==> config.mk <==
export PLATFORM = sky130hd
export DESIGN_NAME = packed_simd_adder
export DESIGN_NICKNAME = d
export VERILOG_FILES = /design/src/rtl/simd_pkg.sv /design/src/rtl/simd_op_decode.sv /design/src/rtl/simd_half_lanes.sv /design/src/rtl/simd_byte_lanes.sv /design/src/rtl/simd_width_clamp.sv /design/src/rtl/packed_simd_adder.sv
export SDC_FILE = /design/constraint.sdc
export NUM_CORES = 1
export LEC_CHECK = 0
export BUFFER_PORTS_ARGS = -buffer_cell sky130_fd_sc_hd__buf_4
export CAP_MARGIN = 20
export CORE_MARGIN = 2
export CORE_UTILIZATION = 55
export DETAILED_ROUTE_END_ITERATION = 7
export HOLD_SLACK_MARGIN = 0.05
export PLACE_DENSITY = 0.8
export REMOVE_ABC_BUFFERS = 1
export SLEW_MARGIN = 25
export SYNTH_ARGS = -nofsm -noshare
export SYNTH_HDL_FRONTEND = slang
export SYNTH_SLANG_ARGS = --single-unit
export TNS_END_PERCENT = 5
==> constraint.sdc <==
create_clock -name clk -period 5.2 [get_ports clk]
set_input_delay 0.26 -clock clk [delete_from_list [all_inputs] [get_ports clk]]
set_output_delay 0.26 -clock clk [all_outputs]
set_load 0.02 [all_outputs]
==> src/rtl/simd_pkg.sv <==
package simd_pkg;

    localparam int WORD_W  = 32;
    localparam int N_HALF  = 2;
    localparam int N_BYTE  = 4;
    localparam int HALF_W  = WORD_W / N_HALF;
    localparam int BYTE_W  = WORD_W / N_BYTE;
    localparam int SATW_W  = 4;
    localparam int CODE_W  = 8;

    localparam logic [CODE_W-1:0] CODE_HADD = 8'hF1;
    localparam logic [CODE_W-1:0] CODE_HASX = 8'hF3;
    localparam logic [CODE_W-1:0] CODE_HSAX = 8'hF5;
    localparam logic [CODE_W-1:0] CODE_HSUB = 8'hF7;
    localparam logic [CODE_W-1:0] CODE_BADD = 8'hF9;
    localparam logic [CODE_W-1:0] CODE_BSUB = 8'hFF;

    typedef enum logic [1:0] {
        CLS_WRAP  = 2'b00,
        CLS_QSAT  = 2'b01,
        CLS_CLAMP = 2'b10,
        CLS_RSVD  = 2'b11
    } op_class_e;

    typedef enum logic [2:0] {
        K_NONE  = 3'd0,
        K_HADD  = 3'd1,
        K_HASX  = 3'd2,
        K_HSAX  = 3'd3,
        K_HSUB  = 3'd4,
        K_BADD  = 3'd5,
        K_BSUB  = 3'd6,
        K_CLAMP = 3'd7
    } op_kind_e;

    // Clamp a (HALF_W+1)-bit signed value to the HALF_W-bit signed range.
    function automatic logic [HALF_W-1:0] sat_half(input logic [HALF_W:0] v);
        if (v[HALF_W] != v[HALF_W-1])
            return {v[HALF_W], {(HALF_W-1){~v[HALF_W]}}};
        else
            return v[HALF_W-1:0];
    endfunction

endpackage

==> src/rtl/simd_op_decode.sv <==
module simd_op_decode
    import simd_pkg::*;
(
    input  logic [1:0]        op_class,
    input  logic [CODE_W-1:0] op_code,
    output op_kind_e          kind_o,
    output logic              sat_o
);

    op_kind_e half_kind;

    // Halfword operation codes are shared by the wrapping and saturating classes.
    always_comb begin
        unique case (op_code)
            CODE_HADD: half_kind = K_HADD;
            CODE_HASX: half_kind = K_HASX;
            CODE_HSAX: half_kind = K_HSAX;
            CODE_HSUB: half_kind = K_HSUB;
            default:   half_kind = K_NONE;
        endcase
    end

    always_comb begin
        kind_o = K_NONE;
        sat_o  = 1'b0;
        unique case (op_class_e'(op_class))
            CLS_WRAP: begin
                if (op_code == CODE_BADD)
                    kind_o = K_BADD;
                else if (op_code == CODE_BSUB)
                    kind_o = K_BSUB;
                else
                    kind_o = half_kind;
            end
            CLS_QSAT: begin
                kind_o = half_kind;
                sat_o  = 1'b1;
            end
            CLS_CLAMP: kind_o = K_CLAMP;
            CLS_RSVD:  kind_o = K_NONE;
        endcase
    end

endmodule

==> src/rtl/simd_half_lanes.sv <==
module simd_half_lanes
    import simd_pkg::*;
(
    input  logic [WORD_W-1:0] a_i,
    input  logic [WORD_W-1:0] b_i,
    input  op_kind_e          kind_i,
    input  logic              sat_i,
    output logic [WORD_W-1:0] res_o
);

    logic xchg;
    assign xchg = (kind_i == K_HASX) || (kind_i == K_HSAX);

    for (genvar i = 0; i < N_HALF; i++) begin : g_lane
        localparam int PART = N_HALF - 1 - i;

        logic              lane_sub;
        logic [HALF_W-1:0] b_sel;
        logic [HALF_W:0]   ea;
        logic [HALF_W:0]   eb;
        logic [HALF_W:0]   sum;

        always_comb begin
            unique case (kind_i)
                K_HSUB:  lane_sub = 1'b1;
                K_HASX:  lane_sub = (i == 0);
                K_HSAX:  lane_sub = (i != 0);
                default: lane_sub = 1'b0;
            endcase
        end

        assign b_sel = xchg ? b_i[PART*HALF_W +: HALF_W] : b_i[i*HALF_W +: HALF_W];
        assign ea    = {a_i[i*HALF_W+HALF_W-1], a_i[i*HALF_W +: HALF_W]};
        assign eb    = {b_sel[HALF_W-1], b_sel};
        assign sum   = lane_sub ? (ea - eb) : (ea + eb);

        assign res_o[i*HALF_W +: HALF_W] = sat_i ? sat_half(sum) : sum[HALF_W-1:0];
    end

endmodule

==> src/rtl/simd_byte_lanes.sv <==
module simd_byte_lanes
    import simd_pkg::*;
(
    input  logic [WORD_W-1:0] a_i,
    input  logic [WORD_W-1:0] b_i,
    input  logic              sub_i,
    output logic [WORD_W-1:0] res_o,
    output logic [N_BYTE-1:0] ge_o
);

    for (genvar k = 0; k < N_BYTE; k++) begin : g_lane
        logic [BYTE_W-1:0] ab;
        logic [BYTE_W-1:0] bb;
        logic [BYTE_W:0]   sum;

        assign ab  = a_i[k*BYTE_W +: BYTE_W];
        assign bb  = b_i[k*BYTE_W +: BYTE_W];
        assign sum = sub_i ? ({ab[BYTE_W-1], ab} - {bb[BYTE_W-1], bb})
                           : ({ab[BYTE_W-1], ab} + {bb[BYTE_W-1], bb});

        assign res_o[k*BYTE_W +: BYTE_W] = sum[BYTE_W-1:0];
        // The full-precision result cannot overflow, so its sign bit decides.
        assign ge_o[k] = ~sum[BYTE_W];
    end

endmodule

==> src/rtl/simd_width_clamp.sv <==
module simd_width_clamp
    import simd_pkg::*;
(
    input  logic [WORD_W-1:0] a_i,
    input  logic [SATW_W-1:0] width_i,
    output logic [WORD_W-1:0] res_o
);

    logic signed [HALF_W:0] lim_hi;
    logic signed [HALF_W:0] lim_lo;

    // Upper bound 2^w - 1; the lower bound -2^w is its bitwise complement.
    assign lim_hi = $signed((HALF_W+1)'(1) << width_i) - $signed((HALF_W+1)'(1));
    assign lim_lo = ~lim_hi;

    for (genvar i = 0; i < N_HALF; i++) begin : g_lane
        logic signed [HALF_W:0] val;

        assign val = $signed({a_i[i*HALF_W+HALF_W-1], a_i[i*HALF_W +: HALF_W]});

        always_comb begin
            if (val > lim_hi)
                res_o[i*HALF_W +: HALF_W] = lim_hi[HALF_W-1:0];
            else if (val < lim_lo)
                res_o[i*HALF_W +: HALF_W] = lim_lo[HALF_W-1:0];
            else
                res_o[i*HALF_W +: HALF_W] = val[HALF_W-1:0];
        end
    end

endmodule

==> src/rtl/packed_simd_adder.sv <==
module packed_simd_adder
    import simd_pkg::*;
(
    input  logic              clk,
    input  logic              rst_n,
    input  logic              in_valid,
    input  logic [1:0]        op_class,
    input  logic [CODE_W-1:0] op_code,
    input  logic [WORD_W-1:0] opnd_a,
    input  logic [WORD_W-1:0] opnd_b,
    input  logic [SATW_W-1:0] sat_width,
    output logic              out_valid,
    output logic [WORD_W-1:0] res_o,
    output logic [N_BYTE-1:0] ge_o,
    output logic              illegal_o
);

    op_kind_e          kind;
    logic              sat_en;
    logic [WORD_W-1:0] half_res;
    logic [WORD_W-1:0] byte_res;
    logic [N_BYTE-1:0] byte_ge;
    logic [WORD_W-1:0] clamp_res;

    logic [WORD_W-1:0] res_d;
    logic [N_BYTE-1:0] ge_d;
    logic              ill_d;

    simd_op_decode u_dec (
        .op_class (op_class),
        .op_code  (op_code),
        .kind_o   (kind),
        .sat_o    (sat_en)
    );

    simd_half_lanes u_half (
        .a_i    (opnd_a),
        .b_i    (opnd_b),
        .kind_i (kind),
        .sat_i  (sat_en),
        .res_o  (half_res)
    );

    simd_byte_lanes u_byte (
        .a_i   (opnd_a),
        .b_i   (opnd_b),
        .sub_i (kind == K_BSUB),
        .res_o (byte_res),
        .ge_o  (byte_ge)
    );

    simd_width_clamp u_clamp (
        .a_i     (opnd_a),
        .width_i (sat_width),
        .res_o   (clamp_res)
    );

    // Next-value selection.
    always_comb begin
        res_d = res_o;
        ge_d  = ge_o;
        ill_d = illegal_o;
        if (in_valid) begin
            ill_d = 1'b0;
            unique case (kind)
                K_NONE: begin
                    res_d = '0;
                    ill_d = 1'b1;
                end
                K_BADD, K_BSUB: begin
                    res_d = byte_res;
                    ge_d  = byte_ge;
                end
                K_CLAMP: res_d = clamp_res;
                K_HADD, K_HASX, K_HSAX, K_HSUB: res_d = half_res;
            endcase
        end
    end

    // Output registers.
    always_ff @(posedge clk) begin
        if (!rst_n) begin
            out_valid <= 1'b0;
            res_o     <= '0;
            ge_o      <= '0;
            illegal_o <= 1'b0;
        end else begin
            out_valid <= in_valid;
            res_o     <= res_d;
            ge_o      <= ge_d;
            illegal_o <= ill_d;
        end
    end

endmodule

==> metrics.log <==
[metrics] reg-to-reg critical path startpoint: res_o[18]
[metrics] height of the chip: 132.8 um
[metrics] number of cells on the worst hold path: 2
[metrics] Area growth syn-to-layout: 15.20%
[metrics] commonest non-fill, non-tap cell in the layout: sky130_fd_sc_hd__buf_4
[metrics] area of all placed cells without fillers: 10510 um^2
[metrics] Core Area: 16410 um^2
[metrics] crit path max fanout: 13
[metrics] critical path startpoint category: input pin
[metrics] total placed cells including tap cells: 1593
[metrics] Port Buffer Count: 118
[metrics] instance count of the mapped netlist: 1286
[metrics] routed via count: 10.36k
[metrics] fin crit share: 93.44%
[metrics] Inserted Clock Buffers: 5
[metrics] endpoint of the worst-slack reg-to-reg timing path: res_o[18]
[metrics] global-route wire length before repair: 50.84 mm
[metrics] wire length reported by the detailed router: 33.16 mm
[metrics] post-synthesis register bit count: 38
[metrics] Die Outline Area: 17630 um^2
[metrics] signal arrival time at the worst endpoint: 5.07 ns
[metrics] RSZ-0062 raised after global routing: false
[metrics] Chip Width: 132.8 um
[metrics] num rows: 47
[metrics] worst skew pair latency: 0.29 ns
[metrics] share of final-layout standard cells stronger than drive strength 1: 14.77%
[metrics] Initial Utilization: 55.58%
[metrics] setup slack, reg-to-reg: 4.26 ns
[metrics] power per unit of standard cell area: 164.0 nW/um^2
[metrics] Max-Cap Viols: 0
[metrics] number of pins with negative max-slew slack in the final report: 0
[metrics] residual DRC count: 0
[metrics] clk buf depth: 2
[metrics] most used cells in the layout excluding fill and tap cells: 162 x sky130_fd_sc_hd__buf_4, 139 x sky130_fd_sc_hd__ha_1, 125 x sky130_fd_sc_hd__nand2_1
[metrics] number of post-CTS setup repair buffers: 0
[metrics] wire per inst: 20.71 um
[metrics] crit end category: register
[metrics] number of sinks on the clock net: 38
[metrics] total routing resource utilization after global routing: 36.50%
[metrics] hold_sp: rst_n
[metrics] post-route core utilization: 64.03%
[metrics] distinct cell type count after synthesis: 78
[metrics] actual slew at the worst max-slew pin: 1.063 ns
[metrics] via count of the first global-routing pass: 9450
[metrics] GRT overflow: 0
[metrics] endpoint required time on the critical path: 5.41 ns
[metrics] number of antenna violations at the first check in global routing: 0
[metrics] highest achievable clock rate: 0.2058 GHz
[metrics] antenna cells: 0
[metrics] Final setup viols: 0
[metrics] TritonCTS clock tree: done
[metrics] filler cell count in the final layout: 1529
[metrics] number of design-rule violations left by the first detailed-router iteration: 1019
[metrics] clock skew after layout: 0 ns
[metrics] min cycle time layout: 4.859 ns
[metrics] leakage power total: 4.779 nW
[metrics] final cell count without fillers: 1601
[metrics] Post-synth ARST share: 0%
[metrics] post-CTS clock slew at the launch and capture registers of the worst setup and hold paths: 0.06 ns
[metrics] Placer Congestion: 1.014
[metrics] detailed placement HPWL: 26.52 mm
[metrics] Initial DRT Pass Iterations: 6
[metrics] count of flip-flops with a built-in enable after synthesis: 0
[metrics] sequential-to-total area share from yosys stat: 8.342%
[metrics] pin count of the biggest net entering global routing: 44
[metrics] maximum resistive drop on vdd: 0.1372 mV
[metrics] Post-synth top flop: sky130_fd_sc_hd__dfxtp_1
[metrics] Mapped Avg Cell Area: 7.091 um^2
[metrics] library cell used as clock root buffer: sky130_fd_sc_hd__clkbuf_16
[metrics] kind of critical path: in2reg
[metrics] count of nets left with antenna violations after detail routing: 0
[metrics] Final Hold Vio Count: 0
[metrics] R2R cell count: 3
[metrics] max_slew headroom: 29.16%
[metrics] post-synth design cell area: 9119 um^2
[metrics] total number of nets in the final design: 1606
[metrics] Max H-tree Level: 2
[metrics] Ports: 119
[metrics] worst hold endpoint: ge_o[3]
[metrics] via count normalized by instance count: 6.472
[metrics] number of warnings issued by yosys: 0
[metrics] number of hold buffers added after CTS: 0
[metrics] outcome: finished, final reports clean
[metrics] cell area reported after detailed placement: 10320 um^2
[metrics] worst hold path type: in2reg
## synth_stat cells, types with 7 or more instances
master                     instances  share of area [%]
sky130_fd_sc_hd__xor2_1           38                3.6
sky130_fd_sc_hd__o31ai_1           7               0.58
sky130_fd_sc_hd__dfxtp_1          38                8.3
sky130_fd_sc_hd__a31oi_1          24                1.6
sky130_fd_sc_hd__o221ai_1          8               0.77
sky130_fd_sc_hd__a311oi_1          7               0.67
sky130_fd_sc_hd__and2_1           10               0.69
sky130_fd_sc_hd__a21oi_1          95                5.2
sky130_fd_sc_hd__or3_1            14               0.96
sky130_fd_sc_hd__ha_1            139                 19
sky130_fd_sc_hd__a222oi_1          9               0.99
sky130_fd_sc_hd__o21a_1           14                1.2
sky130_fd_sc_hd__o211ai_1         20                1.6
sky130_fd_sc_hd__a41oi_1           7               0.67
sky130_fd_sc_hd__o221a_2           8               0.99
sky130_fd_sc_hd__nand4_1          10               0.69
sky130_fd_sc_hd__inv_1            61                2.5
sky130_fd_sc_hd__and3_1           14               0.96
sky130_fd_sc_hd__clkbuf_1         62                2.6
sky130_fd_sc_hd__nor2b_1          23                1.6
sky130_fd_sc_hd__nor2_1           91                3.7
sky130_fd_sc_hd__mux2i_1          25                2.7
sky130_fd_sc_hd__nand2_1         125                5.1
sky130_fd_sc_hd__nor3_1           29                1.6
sky130_fd_sc_hd__xnor2_1          72                6.9
sky130_fd_sc_hd__a211oi_1         13                1.1
sky130_fd_sc_hd__nand3_1          46                2.5
sky130_fd_sc_hd__a21o_1           16                1.3
sky130_fd_sc_hd__nand2b_1         25                1.7
sky130_fd_sc_hd__o21ai_0         109                6.0
sky130_fd_sc_hd__a221oi_1          8               0.77
sky130_fd_sc_hd__nor4_1           13               0.89
## registers in the layout (all words and copies together), names as in the netlist
signal     cells
ge_o           4
illegal_o      1
out_valid      1
res_o         32
## repair_timing
action | 4_1_cts | 5_1_grt
setup endpoints to repair | 0 | 11
resized for setup | 0 | 2
hold endpoints to repair | 0 | 0
## where the power goes
part / leakage (nW) / switching [mW] / internal, mW / total [mW]
Clock: 0.0760 / 0.146 / 0.227 / 0.373
Sequential: 0.308 / 0.00589 / 0.299 / 0.305
Combinational: 4.39 / 0.621 / 0.424 / 1.05
Total: 4.78 / 0.773 / 0.950 / 1.72
## per-stage QoR
step	hold slack, ns	worst slack [ns]	total power, mW	setup TNS [ns]
after floorplan	0.3602	-0.2111	0.9577	-1.447
after global placement	0.4792	0.1860	1.305	0
final	0.2588	0.3413	1.723	0
after CTS	0.2532	0.2677	1.692	0
after detailed placement	0.4708	0.01803	1.318	0
after global routing	0.2807	0.05872	1.821	0
## per-layer routing
metal	track usage, %	vias up	wire length [um]
met2	58.92	608	14750
met4	14.93	0	1513
met3	5.402	97	3443
met1	48.74	4781	13450
met5	0	-	0
li1	-	4876	-
## cells by family (layout without fill, tap and decap cells)
kind of cell               count (synthesis)  after routing  share of synthesized area [%]
and+or+nand+nor                          428            428                          23.04
xor gates and xnor gates                 111            111                          10.74
buffers and inverters                    138            231                          5.859
DFF                                       38             38                          8.342
AOI/OAI and AO/OA                        393            393                          28.02
other                                      2              4                        0.08236
muxes                                     31             31                          3.526
adders and majority gates                145            145                          20.39
## final cells by class
class	count	area, um^2	area share [%]
clock buffers	5	125.1	1.191
clock inverters	3	45.04	0.4288
inverters	61	229.0	2.180
multi-input cells	1112	7854	74.76
flip-flops and latches	38	760.7	7.242
well taps	220	275.3	2.620
repair buffers	162	1216	11.58
## worst max-delay path by stage
| stage | from | endpoint | slack (ns) | depth (start not counted) |
|---|---|---|---|---|
| 2_1_floorplan | op_code[2] | res_o[21] | -0.21 | 19 |
| 3_3_place_gp | op_class[1] | res_o[17] | 0.19 | 20 |
| 3_5_place_dp | op_class[1] | res_o[25] | 0.02 | 20 |
| 4_1_cts | op_class[1] | res_o[25] | 0.27 | 20 |
| 5_1_grt | op_class[1] | res_o[9] | 0.06 | 19 |
| 6_report | op_class[1] | res_o[0] | 0.34 | 19 |
## worst max-delay path, cell delays in order
cell and delay, ns:
sky130_fd_sc_hd__buf_4 0.14, sky130_fd_sc_hd__nand4bb_1 0.20, sky130_fd_sc_hd__or3_2 0.67, sky130_fd_sc_hd__mux2i_1 0.38, sky130_fd_sc_hd__ha_1 0.36, sky130_fd_sc_hd__nand3_1 0.13
sky130_fd_sc_hd__o31ai_1 0.34, sky130_fd_sc_hd__xor2_1 0.12, sky130_fd_sc_hd__nand2_1 0.08, sky130_fd_sc_hd__o21ai_0 0.13, sky130_fd_sc_hd__ha_1 0.26, sky130_fd_sc_hd__or3_1 0.38
sky130_fd_sc_hd__o41ai_1 0.42, sky130_fd_sc_hd__o31a_1 0.26, sky130_fd_sc_hd__xnor2_2 0.13, sky130_fd_sc_hd__nor2_1 0.16, sky130_fd_sc_hd__nand3_1 0.20, sky130_fd_sc_hd__buf_4 0.26
sky130_fd_sc_hd__a41oi_1 0.18
Power figures use the tool's default switching activity.
